===== src/rtl/regbr_pkg.sv =====
package regbr_pkg;

  typedef enum logic [2:0] {
    OP_IDLE = 3'd0,
    OP_PIN  = 3'd1,
    OP_POUT = 3'd2,
    OP_DLD  = 3'd3,
    OP_DST  = 3'd4,
    OP_BSET = 3'd5,
    OP_BCLR = 3'd6,
    OP_BTST = 3'd7
  } req_op_e;

  localparam logic [7:0] PORT_OFFSET = 8'h20;
  localparam logic [7:0] EXT_BASE    = 8'h60;

  // Map a 6-bit port number to its data-space address.
  function automatic logic [7:0] port_to_data(input logic [5:0] p);
    return {2'b00, p} + PORT_OFFSET;
  endfunction

  function automatic logic [7:0] one_hot_bit(input logic [2:0] b);
    return 8'h01 << b;
  endfunction

  // Bits that exist at a data address; 0 means the address is reserved.
  function automatic logic [7:0] impl_mask(input logic [7:0] da,
                                           input int unsigned ext_impl,
                                           input logic [5:0] rsv_port,
                                           input logic [7:0] rsv_bits);
    if (da < PORT_OFFSET) return 8'h00;
    if (32'(da) >= 32'(EXT_BASE) + ext_impl) return 8'h00;
    if (da == port_to_data(rsv_port)) return rsv_bits;
    return 8'hFF;
  endfunction

  // Byte written for a bit set/clear. For write-one-to-clear targets,
  // only the addressed bit carries a one (set) or nothing does (clear).
  function automatic logic [7:0] merge_bitop(input logic [7:0] cur,
                                             input logic [2:0] b,
                                             input logic       set_not_clr,
                                             input logic       is_w1c);
    if (is_w1c) return set_not_clr ? one_hot_bit(b) : 8'h00;
    return set_not_clr ? (cur | one_hot_bit(b)) : (cur & ~one_hot_bit(b));
  endfunction

endpackage


===== src/rtl/regbr_decode.sv =====
module regbr_decode
  import regbr_pkg::*;
#(
  parameter int unsigned EXT_IMPL = 32,
  parameter logic [5:0]  RSV_PORT = 6'h1E,
  parameter logic [7:0]  RSV_BITS = 8'h0F,
  parameter int unsigned IW       = 7
) (
  input  req_op_e         op,
  input  logic [7:0]      addr,
  output logic            rd_req,
  output logic            wr_req,
  output logic            bit_req,
  output logic            tst_req,
  output logic            hit,
  output logic [IW-1:0]   idx,
  output logic [7:0]      mask,
  output logic            err
);

  logic       is_port;
  logic       is_bit;
  logic [7:0] da;

  always_comb begin
    is_port = op inside {OP_PIN, OP_POUT, OP_BSET, OP_BCLR, OP_BTST};
    is_bit  = op inside {OP_BSET, OP_BCLR, OP_BTST};
    da      = is_port ? port_to_data(addr[5:0]) : addr;
    err     = (is_port && (addr[7:6] != 2'b00)) || (is_bit && addr[5]);
    mask    = impl_mask(da, EXT_IMPL, RSV_PORT, RSV_BITS);
    hit     = !err && (op != OP_IDLE) && (mask != 8'h00);
    idx     = IW'(da - PORT_OFFSET);
    rd_req  = hit && (op inside {OP_PIN, OP_DLD});
    wr_req  = hit && (op inside {OP_POUT, OP_DST});
    bit_req = hit && (op inside {OP_BSET, OP_BCLR});
    tst_req = hit && (op == OP_BTST);
  end

endmodule


===== src/rtl/regbr_store.sv =====
module regbr_store
  import regbr_pkg::*;
#(
  parameter int unsigned NREG      = 96,
  parameter int unsigned IW        = 7,
  parameter int unsigned EXT_IMPL  = 32,
  parameter logic [5:0]  RSV_PORT  = 6'h1E,
  parameter logic [7:0]  RSV_BITS  = 8'h0F,
  parameter logic [5:0]  STAT_PORT = 6'h14,
  parameter int unsigned NUM_STAT  = 2
) (
  input  logic                  clk,
  input  logic                  rst_n,
  input  logic                  wr_fire,
  input  logic [IW-1:0]         wr_idx,
  input  logic [7:0]            wr_data,
  input  logic [NUM_STAT*8-1:0] hw_set,
  input  logic [IW-1:0]         rd_idx,
  output logic [7:0]            rd_val,
  output logic [NUM_STAT*8-1:0] stat_q
);

  logic [NREG-1:0][7:0] view;

  for (genvar i = 0; i < NREG; i++) begin : g_reg
    localparam logic [7:0] MSK = impl_mask(8'(i + 32), EXT_IMPL, RSV_PORT, RSV_BITS);
    localparam bit IS_STAT = (i >= int'(STAT_PORT)) && (i < int'(STAT_PORT) + int'(NUM_STAT));
    logic [7:0] q;
    logic       sel;
    assign sel     = wr_fire && (wr_idx == IW'(i));
    assign view[i] = q;

    if (IS_STAT) begin : g_w1c
      localparam int K = i - int'(STAT_PORT);
      logic [7:0] clr;
      assign clr = sel ? wr_data : 8'h00;
      // hardware set is ORed after the clear, so it wins
      always_ff @(posedge clk or negedge rst_n) begin
        if (!rst_n) q <= 8'h00;
        else        q <= ((q & ~clr) | hw_set[K*8 +: 8]) & MSK;
      end
      assign stat_q[K*8 +: 8] = q;
    end else begin : g_plain
      always_ff @(posedge clk or negedge rst_n) begin
        if (!rst_n)   q <= 8'h00;
        else if (sel) q <= wr_data & MSK;
      end
    end
  end

  assign rd_val = (int'(rd_idx) < int'(NREG)) ? view[rd_idx] : 8'h00;

endmodule


===== src/rtl/regspace_bridge.sv =====
module regspace_bridge
  import regbr_pkg::*;
#(
  parameter int unsigned EXT_IMPL  = 32,
  parameter logic [5:0]  STAT_PORT = 6'h14,
  parameter int unsigned NUM_STAT  = 2,
  parameter logic [5:0]  RSV_PORT  = 6'h1E,
  parameter logic [7:0]  RSV_BITS  = 8'h0F
) (
  input  logic                  clk,
  input  logic                  rst_n,
  input  logic [2:0]            req_op,
  input  logic [7:0]            req_addr,
  input  logic [2:0]            req_bit,
  input  logic [7:0]            req_wdata,
  input  logic [NUM_STAT*8-1:0] hw_flag_set,
  output logic [7:0]            rd_data,
  output logic                  tst_bit,
  output logic                  op_err
);

  localparam int unsigned NREG  = 64 + EXT_IMPL;
  localparam int unsigned IW    = $clog2(NREG);
  localparam int unsigned NFLAG = NUM_STAT * 8;

  req_op_e        op;
  logic           rd_req, wr_req, bit_req, tst_req, hit, dec_err;
  logic [IW-1:0]  idx;
  logic [7:0]     mask;
  logic [7:0]     cur;
  logic [NFLAG-1:0] stat_q;

  // named internal events for the checker
  logic           tgt_stat;
  logic           wr_fire;
  logic           bitop_fire;
  logic           stat_wr;
  logic [7:0]     wr_data;

  assign op = req_op_e'(req_op);

  regbr_decode #(
    .EXT_IMPL(EXT_IMPL), .RSV_PORT(RSV_PORT), .RSV_BITS(RSV_BITS), .IW(IW)
  ) u_decode (
    .op(op), .addr(req_addr),
    .rd_req(rd_req), .wr_req(wr_req), .bit_req(bit_req), .tst_req(tst_req),
    .hit(hit), .idx(idx), .mask(mask), .err(dec_err)
  );

  assign tgt_stat   = hit && (int'(idx) >= int'(STAT_PORT))
                          && (int'(idx) < int'(STAT_PORT) + int'(NUM_STAT));
  assign bitop_fire = bit_req;
  assign wr_fire    = wr_req || bit_req;
  assign stat_wr    = wr_fire && tgt_stat;
  assign wr_data    = bit_req ? merge_bitop(cur, req_bit, op == OP_BSET, tgt_stat)
                              : req_wdata;

  regbr_store #(
    .NREG(NREG), .IW(IW), .EXT_IMPL(EXT_IMPL), .RSV_PORT(RSV_PORT),
    .RSV_BITS(RSV_BITS), .STAT_PORT(STAT_PORT), .NUM_STAT(NUM_STAT)
  ) u_store (
    .clk(clk), .rst_n(rst_n),
    .wr_fire(wr_fire), .wr_idx(idx), .wr_data(wr_data),
    .hw_set(hw_flag_set), .rd_idx(idx), .rd_val(cur), .stat_q(stat_q)
  );

  assign rd_data = rd_req ? (cur & mask) : 8'h00;
  assign tst_bit = tst_req ? cur[req_bit] : 1'b0;
  assign op_err  = dec_err;

endmodule


===== config.mk =====
export PLATFORM = sky130hd
export DESIGN_NAME = regspace_bridge
export DESIGN_NICKNAME = d
export VERILOG_FILES = /design/src/rtl/regbr_pkg.sv /design/src/rtl/regbr_decode.sv /design/src/rtl/regbr_store.sv /design/src/rtl/regspace_bridge.sv
export SDC_FILE = /design/constraint.sdc
export NUM_CORES = 1
export LEC_CHECK = 0
export BUFFER_PORTS_ARGS = -buffer_cell sky130_fd_sc_hd__clkbuf_2
export CAP_MARGIN = 20
export CORE_AREA = 2 2 268 270
export DETAILED_ROUTE_END_ITERATION = 12
export DIE_AREA = 0 0 270 272
export PLACE_DENSITY = 0.64
export REMOVE_ABC_BUFFERS = 1
export SYNTH_ARGS = -nofsm -noshare
export SYNTH_HDL_FRONTEND = slang
export SYNTH_SLANG_ARGS = --single-unit

===== constraint.sdc =====
create_clock -name clk -period 12.4 [get_ports clk]
set_input_delay 1.86 -clock clk [delete_from_list [all_inputs] [get_ports clk]]
set_output_delay 1.86 -clock clk [all_outputs]
set_load 0.005 [all_outputs]

Yosys cells after proc, flatten, opt, wreduce, memory -nomap -nowiden
Index checks and enable logic that the tools add are counted.
Widths: inputs -> output; s select.
{"block": "classes", "n_addsub": 2, "mul": 0, "div": 0, "order_cmp": 7, "eq_ne": 103, "shifts": 1, "n_mux": 28, "bitwise": 10, "n_reduce_logical": 118}
{"op": "$eq 7x6->1 const B", "n": 32}
{"op": "$eq 7x7->1 const B", "n": 32}
{"op": "$mux 8", "n": 17}
{"op": "$eq 7x5->1 const B", "n": 16}
{"op": "$logic_and 1x1->1", "n": 106}
{"op": "$bmux 8 s7", "n": 1}
{"op": "$eq 7x4->1 const B", "n": 8}
{"op": "$and 8x8->8", "n": 4}
{"op": "$eq 7x3->1 const B", "n": 4}
{"op": "$not 8->8", "n": 3}
{"op": "$or 8x8->8", "n": 3}
{"op": "$eq 7x2->1 const B", "n": 2}
{"op": "$eq 3x3->1 const B", "n": 4}
{"op": "$mux 1", "n": 9}
{"op": "$eq 8x6->1 const B", "n": 1}
{"op": "$ge 8x8->1 const B", "n": 1}
{"op": "$lt 7x8->1 const B", "n": 1}
{"op": "$lt 8x6->1 const B", "n": 1}
{"op": "$reduce_bool 2->1", "n": 4}
{"op": "$reduce_bool 8->1", "n": 1}
{"op": "$shl 1x3->8 const A", "n": 1}
{"op": "$add 6x6->7 const B", "n": 1}
{"op": "$eq 7x1->1 const B", "n": 1}
{"op": "$ge 7x5->1 const B", "n": 1}
{"op": "12 further kinds", "n": 15}
{"block": "totals", "reg_bits": 764, "latchBits": 0, "mem_bits_rw": 0, "mem_bits_ro": 0, "inputBits": 40, "out_inout_bits": 10, "elab_cells": 365, "mem_count": 0}

Longest topological paths before layout
Gate-level depths: netlist (run 1).
{"block": "logic_depth", "depth_word": 22, "depth_mapped": 17, "ltp_nobuf": 13}

Cells and area by module
Synthesis (run 1) repeated with hierarchy kept, for this count alone.
{"block": "hier_totals", "hier_cells": 2351, "area_unflattened_um2": 35718.0}
{"mod": "regbr_store", "n_inst": 1, "cells_per_inst": 2237, "area_per_inst_um2": 34913.5, "seq_area_each_um2": 19118.3}
{"mod": "regspace_bridge", "n_inst": 1, "cells_per_inst": 68, "area_per_inst_um2": 430.4, "seq_area_each_um2": 0.0}
{"mod": "regbr_decode", "n_inst": 1, "cells_per_inst": 46, "area_per_inst_um2": 374.1, "seq_area_each_um2": 0.0}

Least setup slack after synthesis (run 1)
OpenSTA, ideal clock, no wires.
{"block": "synth_timing", "path_type": "input to output", "from": "input port req_addr[5]", "to": "output port tst_bit", "arrival_time_ps": 4716, "required_ps": 10540, "path_slack_ps": 5824, "cell_stages": 15, "path_buffers": 4, "path_cell_list": "buf_2 -> or3b_1 -> o211ai_2 -> inv_1 -> buf_2 -> buf_2 -> ha_1 -> or2_2 -> buf_1 -> or2_2 -> o41a_1 -> nand2_1 -> a22oi_1 -> nand3_1 -> o211a_1"}
{"block": "synth_via", "elab_chain_len": 13, "word_cells_on_any_way": 31, "cone_classes": "add/sub: 2; order compare: 3; eq/ne: 1; mux: 18; reduce/logical: 7"}
{"item": "start, declared", "line": "regspace_bridge.sv:13", "text": "input logic [7:0] req_addr,"}
{"item": "parallel branches: the longest is 12 deep, another holds $add 6x6->7"}
{"item": "$mux 1 *", "line": "regspace_bridge.sv:68", "text": "assign tst_bit = tst_req ? cur[req_bit] : 1'b0;"}
{"item": "end, declared", "line": "regspace_bridge.sv:18", "text": "output logic tst_bit,"}
Every way passes the cells marked *. The select of a mux whose other input is x is not followed.

Final worst setup path (run 1)
{"block": "layout_timing", "from": "input port req_addr[0]", "to": "output port tst_bit"}
{"block": "layout_via", "elab_chain_len": 13, "word_cells_on_any_way": 27, "cone_classes": "add/sub: 2; order compare: 3; eq/ne: 1; mux: 18; reduce/logical: 3"}
{"item": "$add 6x6->7", "line": "regbr_pkg.sv:19", "text": "return {2'b00, p} + PORT_OFFSET;"}
{"item": "$mux 8 *", "line": "regbr_decode.sv:28", "text": "da = is_port ? port_to_data(addr[5:0]) : addr;"}
{"item": "parallel branches: the longest is 10 deep, another holds $sub 7x6->7"}
{"item": "$mux 1 *", "line": "regspace_bridge.sv:68"}
Marked as above.

==> impl_metrics.toml, run 1 <==
[routing]
wl_per_cell_um = 24.4
avgViaCountPerCell = 6.08
finalWirelength_um = 102000
ant_nets = 0
remaining_drc_errors = 0
first_pass_iters = 6
num_vias = 25500
drtIter0Drc = 2767

[synthesis]
synth_cell_type_count = 77
synth.cell_area_um2 = 35100
synth_top_flop_cell = "dfrtp_1"
synthArstFlopShare_pct = 100
avgSynthCellArea_um2 = 10.8
seq_area_frac_synth_pct = 54.5
syn_inst = 3251
yosys_register_bits = 764
synth_edf_count = 0
ys_warn_count = 0

[sta]
clock-skew-final_ps = 27.1
fin_crit_ps = 7820
finalCritPeriodShare_pct = 63.0
final-hold-violation-count = 0
finalMaxSlewViolations = 0
setup_tns_ps = 0
tightest_slew_ps = 1160
fmaxAchievable_ghz = 0.128
relSlewSlack_pct = 22.2
setup_viol = 0
rsz0062_at_grt = "false"
fin_ws_ps = 4580

[floorplan]
die_h_um = 272
die_w_um = 270
ios = 50
rows = 98
die_area_um2 = 73400
initial_core_util_pct = 49.6
core_area_um2 = 70800

[worst_setup_path]
worstPathArrival_ps = 5960
worst-setup-path-type = "in -> out"
crit_required_ps = 10540
end_kind = "output pin"
start_kind = "input pin"
critPathMaxFanout = 96

[global_routing]
grt_max_degree = 186
antenna_found_initial = 3
gr-total-overflow = 0
grt_use_total_pct = 28.3
grt_pass1_wl_um = 159000
grt_pass1_vias = 25600

[power]
internal_power_mw = 4.21
ir_drop_uv = 110
power_frac_seq_pct = 47.1
power_frac_clock_pct = 44.6
pwr-share-comb_pct = 8.2
p_switching_mw = 1.38
p_leak_nw = 16.7
total_power_mw = 5.59
powerDensity_nw_per_um2 = 146
switching_share_pct = 24.7

[place]
dp_slack_ps = 4630
dp_hpwl_um = 66400
io_buffers = 49
gp_congestion = 0.967

[final_layout]
final_common_cell = "nand2_1"
fillers = 6156
reg_top3 = "u_store.g.q (764)"
largest_reg_flops = 764
drive_above_1_share_pct = 16.8
fin_nets = 3217
top_register = "u_store.g.q"
syn_to_final_growth_pct = 9.11
final_cell_mix = "nand2_1, dfrtp_1, o21ai_0"

[clock_tree]
clock_sinks = 764
root_buffer = "clkbuf_16"
cts_tree = "built"
ctsResizeCount = 0
clk-insertion-delay-late_ps = 650
post_cts.repair.setup_buffers = 0
cts_buffer_depth = 3
cts-buffers-inserted = 81
h-tree-depth = 3
clk_pin_slew_ps = 60
ctsHoldBuffers = 0

[status]
status = "complete, no violations"

[hold_path]
holdCritPathClass = "reg -> reg"

[run]
maxCapViolations = 0
[area by class of cell]
| cell class | count | area [µm²] | share of cell area, % |
|---|---|---|---|
| flip-flops and latches | 764 | 19100 | 49.9 |
| repair buffers | 108 | 820 | 2.14 |
| clock buffers | 114 | 2310 | 6.04 |
| clock inverters | 34 | 424 | 1.11 |
| well taps | 950 | 1190 | 3.11 |
| multi-input cells | 2211 | 14400 | 37.6 |
| diodes | 1 | 2.50 | 0.00654 |
| inverters | 8 | 30.0 | 0.0785 |
[stage by stage]
step                      hold WS [ps]  instances  util [%]  instance area (µm²)
after floorplan                    442       2983         -                33400
final                              472       4190      54.1                38300
after global routing               491       4189      54.1                38300
after detailed placement           462       4032      50.0                35400
after global placement             454       4027      50.0                35400
after CTS                          475       4180      53.9                38100
[cell usage after synthesis, types with 12 or more instances]
cell | count | area share (%)
nand2_1 | 820 | 8.8
dfrtp_1 | 764 | 54
o21ai_0 | 592 | 8.4
mux4_2 | 178 | 11
clkbuf_1 | 126 | 1.3
nor2_1 | 120 | 1.3
a21oi_1 | 82 | 1.2
o21ai_2 | 78 | 1.9
buf_2 | 44 | 0.63
o21ai_1 | 41 | 0.58
mux2i_1 | 40 | 1.1
buf_6 | 38 | 1.2
nand2b_1 | 28 | 0.50
a22oi_1 | 27 | 0.58
clkbuf_2 | 24 | 0.34
buf_4 | 18 | 0.39
nor3_1 | 13 | 0.19
nor2b_1 | 12 | 0.21
nor4_1 | 12 | 0.21
o22ai_1 | 12 | 0.21
[final timing paths]
path                                              from  cells after the start  slack, ps                     end
worst min-delay path            u_store.g_reg[27].q[6]                      2        470  u_store.g_reg[27].q[6]
max in group asynchronous                        rst_n                      3       8510  u_store.g_reg[25].q[0]
worst max register to register   u_store.g_reg[3].q[6]                      9       8150  u_store.g_reg[47].q[6]
min in group asynchronous                        rst_n                      1       1330   u_store.g_reg[1].q[6]
worst max-delay path                       req_addr[0]                     11       4580                 tst_bit
worst min register to register  u_store.g_reg[27].q[6]                      2        470  u_store.g_reg[27].q[6]
[per-layer routing]
metal  GRT usage (%)  share of wire, %  routed length (µm)  vias up
met4            12.2               4.5                4640        0
li1                -                 -                   -    11300
met2            42.8                45               46400     1027
met1            40.3                43               43500    12900
met5               0                 0                   0        -
met3            5.48               7.4                7600      253
[cell families after synthesis]
group           synth area share (%)
simple gates                    12.2
compound gates                  15.2
buf+inv                         4.87
flops                           54.5
mux                             13.2
fa+ha+maj                      0.107
[worst max-delay path, cell delays in order]
cell      delay, ps
buf_8           630
buf_12          510
nor2b_1         990
a221oi_1        220
a211oi_1        320
o41a_1          240
nand2_1         130
a22oi_1         210
nand3_1         120
o211a_1         290
clkbuf_2        130
[power groups by stage]
stage	combinational (mW)	sequential, mW	clock (mW)
finish	0.461	2.63	2.50
floorplan	0.231	2.66	0
global placement	0.444	2.67	0
global route	0.503	2.64	2.64
detailed placement	0.455	2.68	0
CTS	0.457	2.63	2.53
Power figures use the tool's default switching activity.
==> run 2, diff against run 1 <==
PLACE_DENSITY = 0.67   (was 0.64)
clock period = 7.05 ns   (was 12.4 ns; I/O delays follow)
==> run 2 against run 1 <==
Routed wire length decreased by 1.1%; critical endpoint is now rd_data[3]; cell count up 0.17%; global-route usage shrank 0.34 points; register-to-register slack worse by 4800 ps; utilization rose by 0.27 points; critical path depth rose by 1; sequential share of layout area decreased by 0.25 points; die area stayed put.
==> impl_metrics.toml, run 2 (synthesized netlist as in run 1, its figures left out) <==
[final_layout]
syn_to_final_growth_pct = 9.65
drive_above_1_share_pct = 17.0
n_antenna_cell = 0
largest_reg_flops = 764
final_common_cell = "nand2_1"
fin_cells = 4197
fin_nets = 3230
reg_top3 = "u_store.g.q (764)"
final_cell_mix = "nand2_1, dfrtp_1, o21ai_0"
top_register = "u_store.g.q"

[floorplan]
ios = 50
die_area_um2 = 73400
rows = 98
die_w_um = 270
core_area_um2 = 70800
initial_core_util_pct = 49.6
die_h_um = 272

[routing]
remaining_drc_errors = 0
drtIter0Drc = 2504
wl_per_cell_um = 24.1
ant_nets = 0
finalWirelength_um = 101000
avgViaCountPerCell = 6.07
num_vias = 25500
first_pass_iters = 6

[global_routing]
antenna_found_initial = 2
grt_use_total_pct = 28.0
grt_pass1_wl_um = 157000
grt_pass1_vias = 25400
gr-total-overflow = 0
grt_max_degree = 199

[hold_path]
hold_depth = 2
min_to = "u_store.g_reg[68].q[6]"
holdCritStartpoint = "u_store.g_reg[68].q[6]"
holdCritPathClass = "reg -> reg"

[worst_setup_path]
rr_worst_depth = 9
r2r_slack_ps = 3310
crit_required_ps = 5990
worstPathArrival_ps = 4850
critPathMaxFanout = 12
r2r_start = "u_store.g_reg[62].q[6]"
worst-setup-path-type = "in -> out"
start_kind = "input pin"
reg2reg_to = "u_store.g_reg[64].q[6]"
end_kind = "output pin"

[clock_tree]
h-tree-depth = 3
root_buffer = "clkbuf_16"
clk_pin_slew_ps = 60
clk-insertion-delay-late_ps = 640
ctsHoldBuffers = 0
cts_tree = "built"
clock_sinks = 764
ctsResizeCount = 0
cts-buffers-inserted = 81
cts_buffer_depth = 3
post_cts.repair.setup_buffers = 0

[place]
placed_cells = 4047
dp_hpwl_um = 65900
gp_congestion = 0.972
dp_slack_ps = 1220
io_buffers = 49

[status]
status = "complete, no violations"

[sta]
final-hold-violation-count = 0
clock-skew-final_ps = 28.2
setup_tns_ps = 0
tightest_slew_ps = 1170
relSlewSlack_pct = 22.2
fmaxAchievable_ghz = 0.169
finalCritPeriodShare_pct = 83.7
rsz0062_at_grt = "false"
setup_viol = 0
fin_ws_ps = 1150
fin_crit_ps = 5900
finalMaxSlewViolations = 0

[power]
powerDensity_nw_per_um2 = 256
p_leak_nw = 16.7
ir_drop_uv = 159

[run]
maxCapViolations = 0
run 2: changes by cell type in the layout (fill, tap and decap cells not counted), moves of 2 or more:
cell        previous run  this run
buf_16                 3         1
clkbuf_1              18        16
buf_4                 51        53
clkinv_2              20        12
buf_12                 3        13
buf_6                  1         3
clkinvlp_4             1         4
run 2: metal layers:
layer / up-vias / wire length (µm) / track usage (%)
met5: - / 26 / 0
met4: 4 / 4570 / 12.0
met3: 260 / 8380 / 6.02
met2: 1019 / 45200 / 41.8
met1: 12900 / 42800 / 39.9
li1: 11300 / - / -
run 2: report_power, final:
group / total [mW] / switching, mW / internal, mW / leakage [nW]
sequential: 4.63 / 0.0857 / 4.55 / 10.5
clock: 4.39 / 1.79 / 2.61 / 1.34
combinational: 0.827 / 0.555 / 0.272 / 4.87
run 2: worst max path at each step:
stage	start	to	slack [ps]	depth (start not counted)
after floorplan	req_op[1]	u_store.g_reg[21].q[2]	650	10
after CTS	req_op[1]	tst_bit	1210	12
final	req_op[1]	rd_data[3]	1150	12
after global placement	req_op[1]	tst_bit	1360	13
after detailed placement	req_op[1]	tst_bit	1220	12
after global routing	req_op[1]	tst_bit	930	12
run 2: stage by stage:
| step | hold slack (ps) | instance area [µm²] | util [%] | power [mW] |
|---|---|---|---|---|
| after floorplan | 442 | 33400 | - | 5.09 |
| after global placement | 454 | 35600 | 50.4 | 5.49 |
| after detailed placement | 462 | 35600 | 50.4 | 5.53 |
| after CTS | 475 | 38400 | 54.3 | 9.90 |
| after global routing | 491 | 38500 | 54.4 | 10.2 |
| final | 472 | 38500 | 54.4 | 9.85 |
run 2: layout make-up:
type                            count  area (µm²)
Clock buffer                      113        2330
Sequential cell                   764       19100
Inverter                            8        30.0
Fill cell                        5966       32300
Timing Repair Buffer              121        1010
Tap cell                          950        1190
Multi-Input combinational cell   2211       14400
Clock inverter                     30         412
run 2: critical path: stages:
cell	delay, ps
clkbuf_2	180
or2_2	360
o21ai_0	140
mux2i_1	530
ha_1	510
inv_1	220
nor3_4	340
o311ai_0	200
o31ai_1	320
a31oi_1	200
nor2_1	550
clkbuf_2	220
==> run 3, diff against run 2 <==
clock period = 5.2 ns   (was 7.05 ns; I/O delays follow)
==> run 3 against run 2 <==
Routed wire length is 0.83% higher; register-to-register slack worse by 1500 ps; flip-flop and latch count stayed put; critical path depth grew 1; sequential power up 36%; clock-buffer cell count rose by 7; first-iteration DRC count increased by 25%; combinational power rose by 41%; critical endpoint is now rd_data[0]; largest cell class unchanged.
==> impl_metrics.toml, run 3 (synthesized netlist as in run 1, its figures left out) <==
[global_routing]
gr-total-overflow = 0
grt_max_degree = 144
grt_use_total_pct = 28.1
grt_pass1_vias = 25400
grt_pass1_wl_um = 158000
antenna_found_initial = 0

[sta]
clock-skew-final_ps = 23.2
fin_crit_ps = 4980
fmaxAchievable_ghz = 0.201
relSlewSlack_pct = 37.2
setup_tns_ps = 0
rsz0062_at_grt = "false"
tightest_slew_ps = 938
fin_hold_ws_ps = 256
finalCritPeriodShare_pct = 95.8
setup_viol = 0
final-hold-violation-count = 0
finalMaxSlewViolations = 0

[routing]
ant_nets = 0
finalWirelength_um = 102000
num_vias = 25800
first_pass_iters = 5
remaining_drc_errors = 0
drtIter0Drc = 3126
avgViaCountPerCell = 6.01
wl_per_cell_um = 23.7

[clock_tree]
ctsHoldBuffers = 0
root_buffer = "clkbuf_16"
ctsResizeCount = 0
cts_tree = "built"
clk-insertion-delay-late_ps = 640
clock_sinks = 764
cts_buffer_depth = 3
cts-buffers-inserted = 80
h-tree-depth = 3
clk_pin_slew_ps = 60
post_cts.repair.setup_buffers = 0

[place]
dp_hpwl_um = 68200
io_buffers = 49
gp_congestion = 0.981

[worst_setup_path]
r2r_start = "u_store.g_reg[34].q[6]"
reg2reg_to = "u_store.g_reg[44].q[6]"
cp_slowest_cell = "nor2b_1"
crit_required_ps = 4420
crit_chain = "clkbuf_2 -> or2_2 -> o21ai_0 -> mux2i_1 -> buf_4 -> ha_1 -> or2_2 -> or2_2 -> nor3_1 -> a31oi_1 -> nand4_1 -> nor2b_1 -> clkbuf_2"
worstPathArrival_ps = 4200
critPathMaxFanout = 12
cp-startpoint = "req_op[1]"
cp_common_cell = "or2_2"
rr_worst_depth = 8
end_kind = "output pin"
worst-setup-path-type = "in -> out"
cpPeakStageDelay_ps = 590
r2r_slack_ps = 1770
start_kind = "input pin"

[power]
ir_drop_uv = 200
powerDensity_nw_per_um2 = 336
p_leak_nw = 17.1
power_frac_seq_pct = 47.8
switching_share_pct = 24.9
power_frac_clock_pct = 43.4
p_switching_mw = 3.28
total_power_mw = 13.2
pwr-share-comb_pct = 8.9
internal_power_mw = 9.87

[final_layout]
syn_to_final_growth_pct = 11.5
top_register = "u_store.g.q"
final_cell_mix = "nand2_1, dfrtp_1, o21ai_0"
final_common_cell = "nand2_1"
fin_nets = 3325
drive_above_1_share_pct = 19.3
reg_top3 = "u_store.g.q (764)"
largest_reg_flops = 764

[floorplan]
initial_core_util_pct = 49.6
die_w_um = 270
rows = 98
ios = 50
die_h_um = 272
die_area_um2 = 73400
core_area_um2 = 70800

[hold_path]
holdCritPathClass = "in -> async"

[status]
status = "complete, no violations"

[run]
maxCapViolations = 0
run 3: changes by cell type in the layout (fill, tap and decap cells not counted), moves of 3 or more:
cell,change
buf_12,+7
clkbuf_1,+4
buf_6,-3
buf_4,+93
clkbuf_8,+4
bufinv_16,-5
clkinvlp_4,-3
run 3: metrics by stage:
step / utilization (%) / setup slack, ps / cells / area (µm²)
2_1_floorplan: - / -927 / 2983 / 33400
3_3_place_gp: 51.5 / 324 / 4145 / 36500
3_5_place_dp: 51.5 / 382 / 4145 / 36500
4_1_cts: 55.2 / 366 / 4288 / 39100
5_1_grt: 55.3 / 144 / 4293 / 39100
6_report: 55.3 / 217 / 4294 / 39100
run 3: critical path: cells and delay by family:
kind / cells / cell delay (ps)
adders and majority gates: 1 / 300
buffers and inverters: 3 / 600
muxes: 1 / 200
and+or+nand+nor: 6 / 2050
AOI/OAI and AO/OA: 2 / 250
run 3: worst max path at each step:
stage	slack, ps	to	cells after the start
after global routing	140	rd_data[0]	13
after detailed placement	380	tst_bit	15
after floorplan	-930	u_store.g_reg[21].q[2]	10
final	220	rd_data[0]	13
after global placement	320	rd_data[0]	13
after CTS	370	tst_bit	15
run 3: routing by layer:
layer	share of wire, %	track usage (%)	up-vias
li1	-	-	11500
met1	43	39.8	13100
met2	45	42.6	1038
met3	8.4	6.43	216
met4	3.8	10.4	0
met5	0	0	-
run 3: final cells by class:
cell class	instances	area, µm²
Timing Repair Buffer	217	1790
Multi-Input combinational cell	2211	14400
Sequential cell	764	19100
Clock buffer	120	2370
Antenna cell	1	2.50
Tap cell	950	1190
Clock inverter	23	223
Fill cell	5959	31600
Inverter	8	30.0
run 3: power groups by stage:
| stage | combinational, mW | sequential [mW] | clock [mW] |
|---|---|---|---|
| final | 1.17 | 6.28 | 5.70 |
| after global routing | 1.26 | 6.30 | 6.02 |
| after CTS | 1.16 | 6.28 | 5.76 |
| after detailed placement | 1.16 | 6.38 | 0 |
| after global placement | 1.13 | 6.37 | 0 |
| after floorplan | 0.550 | 6.35 | 0 |
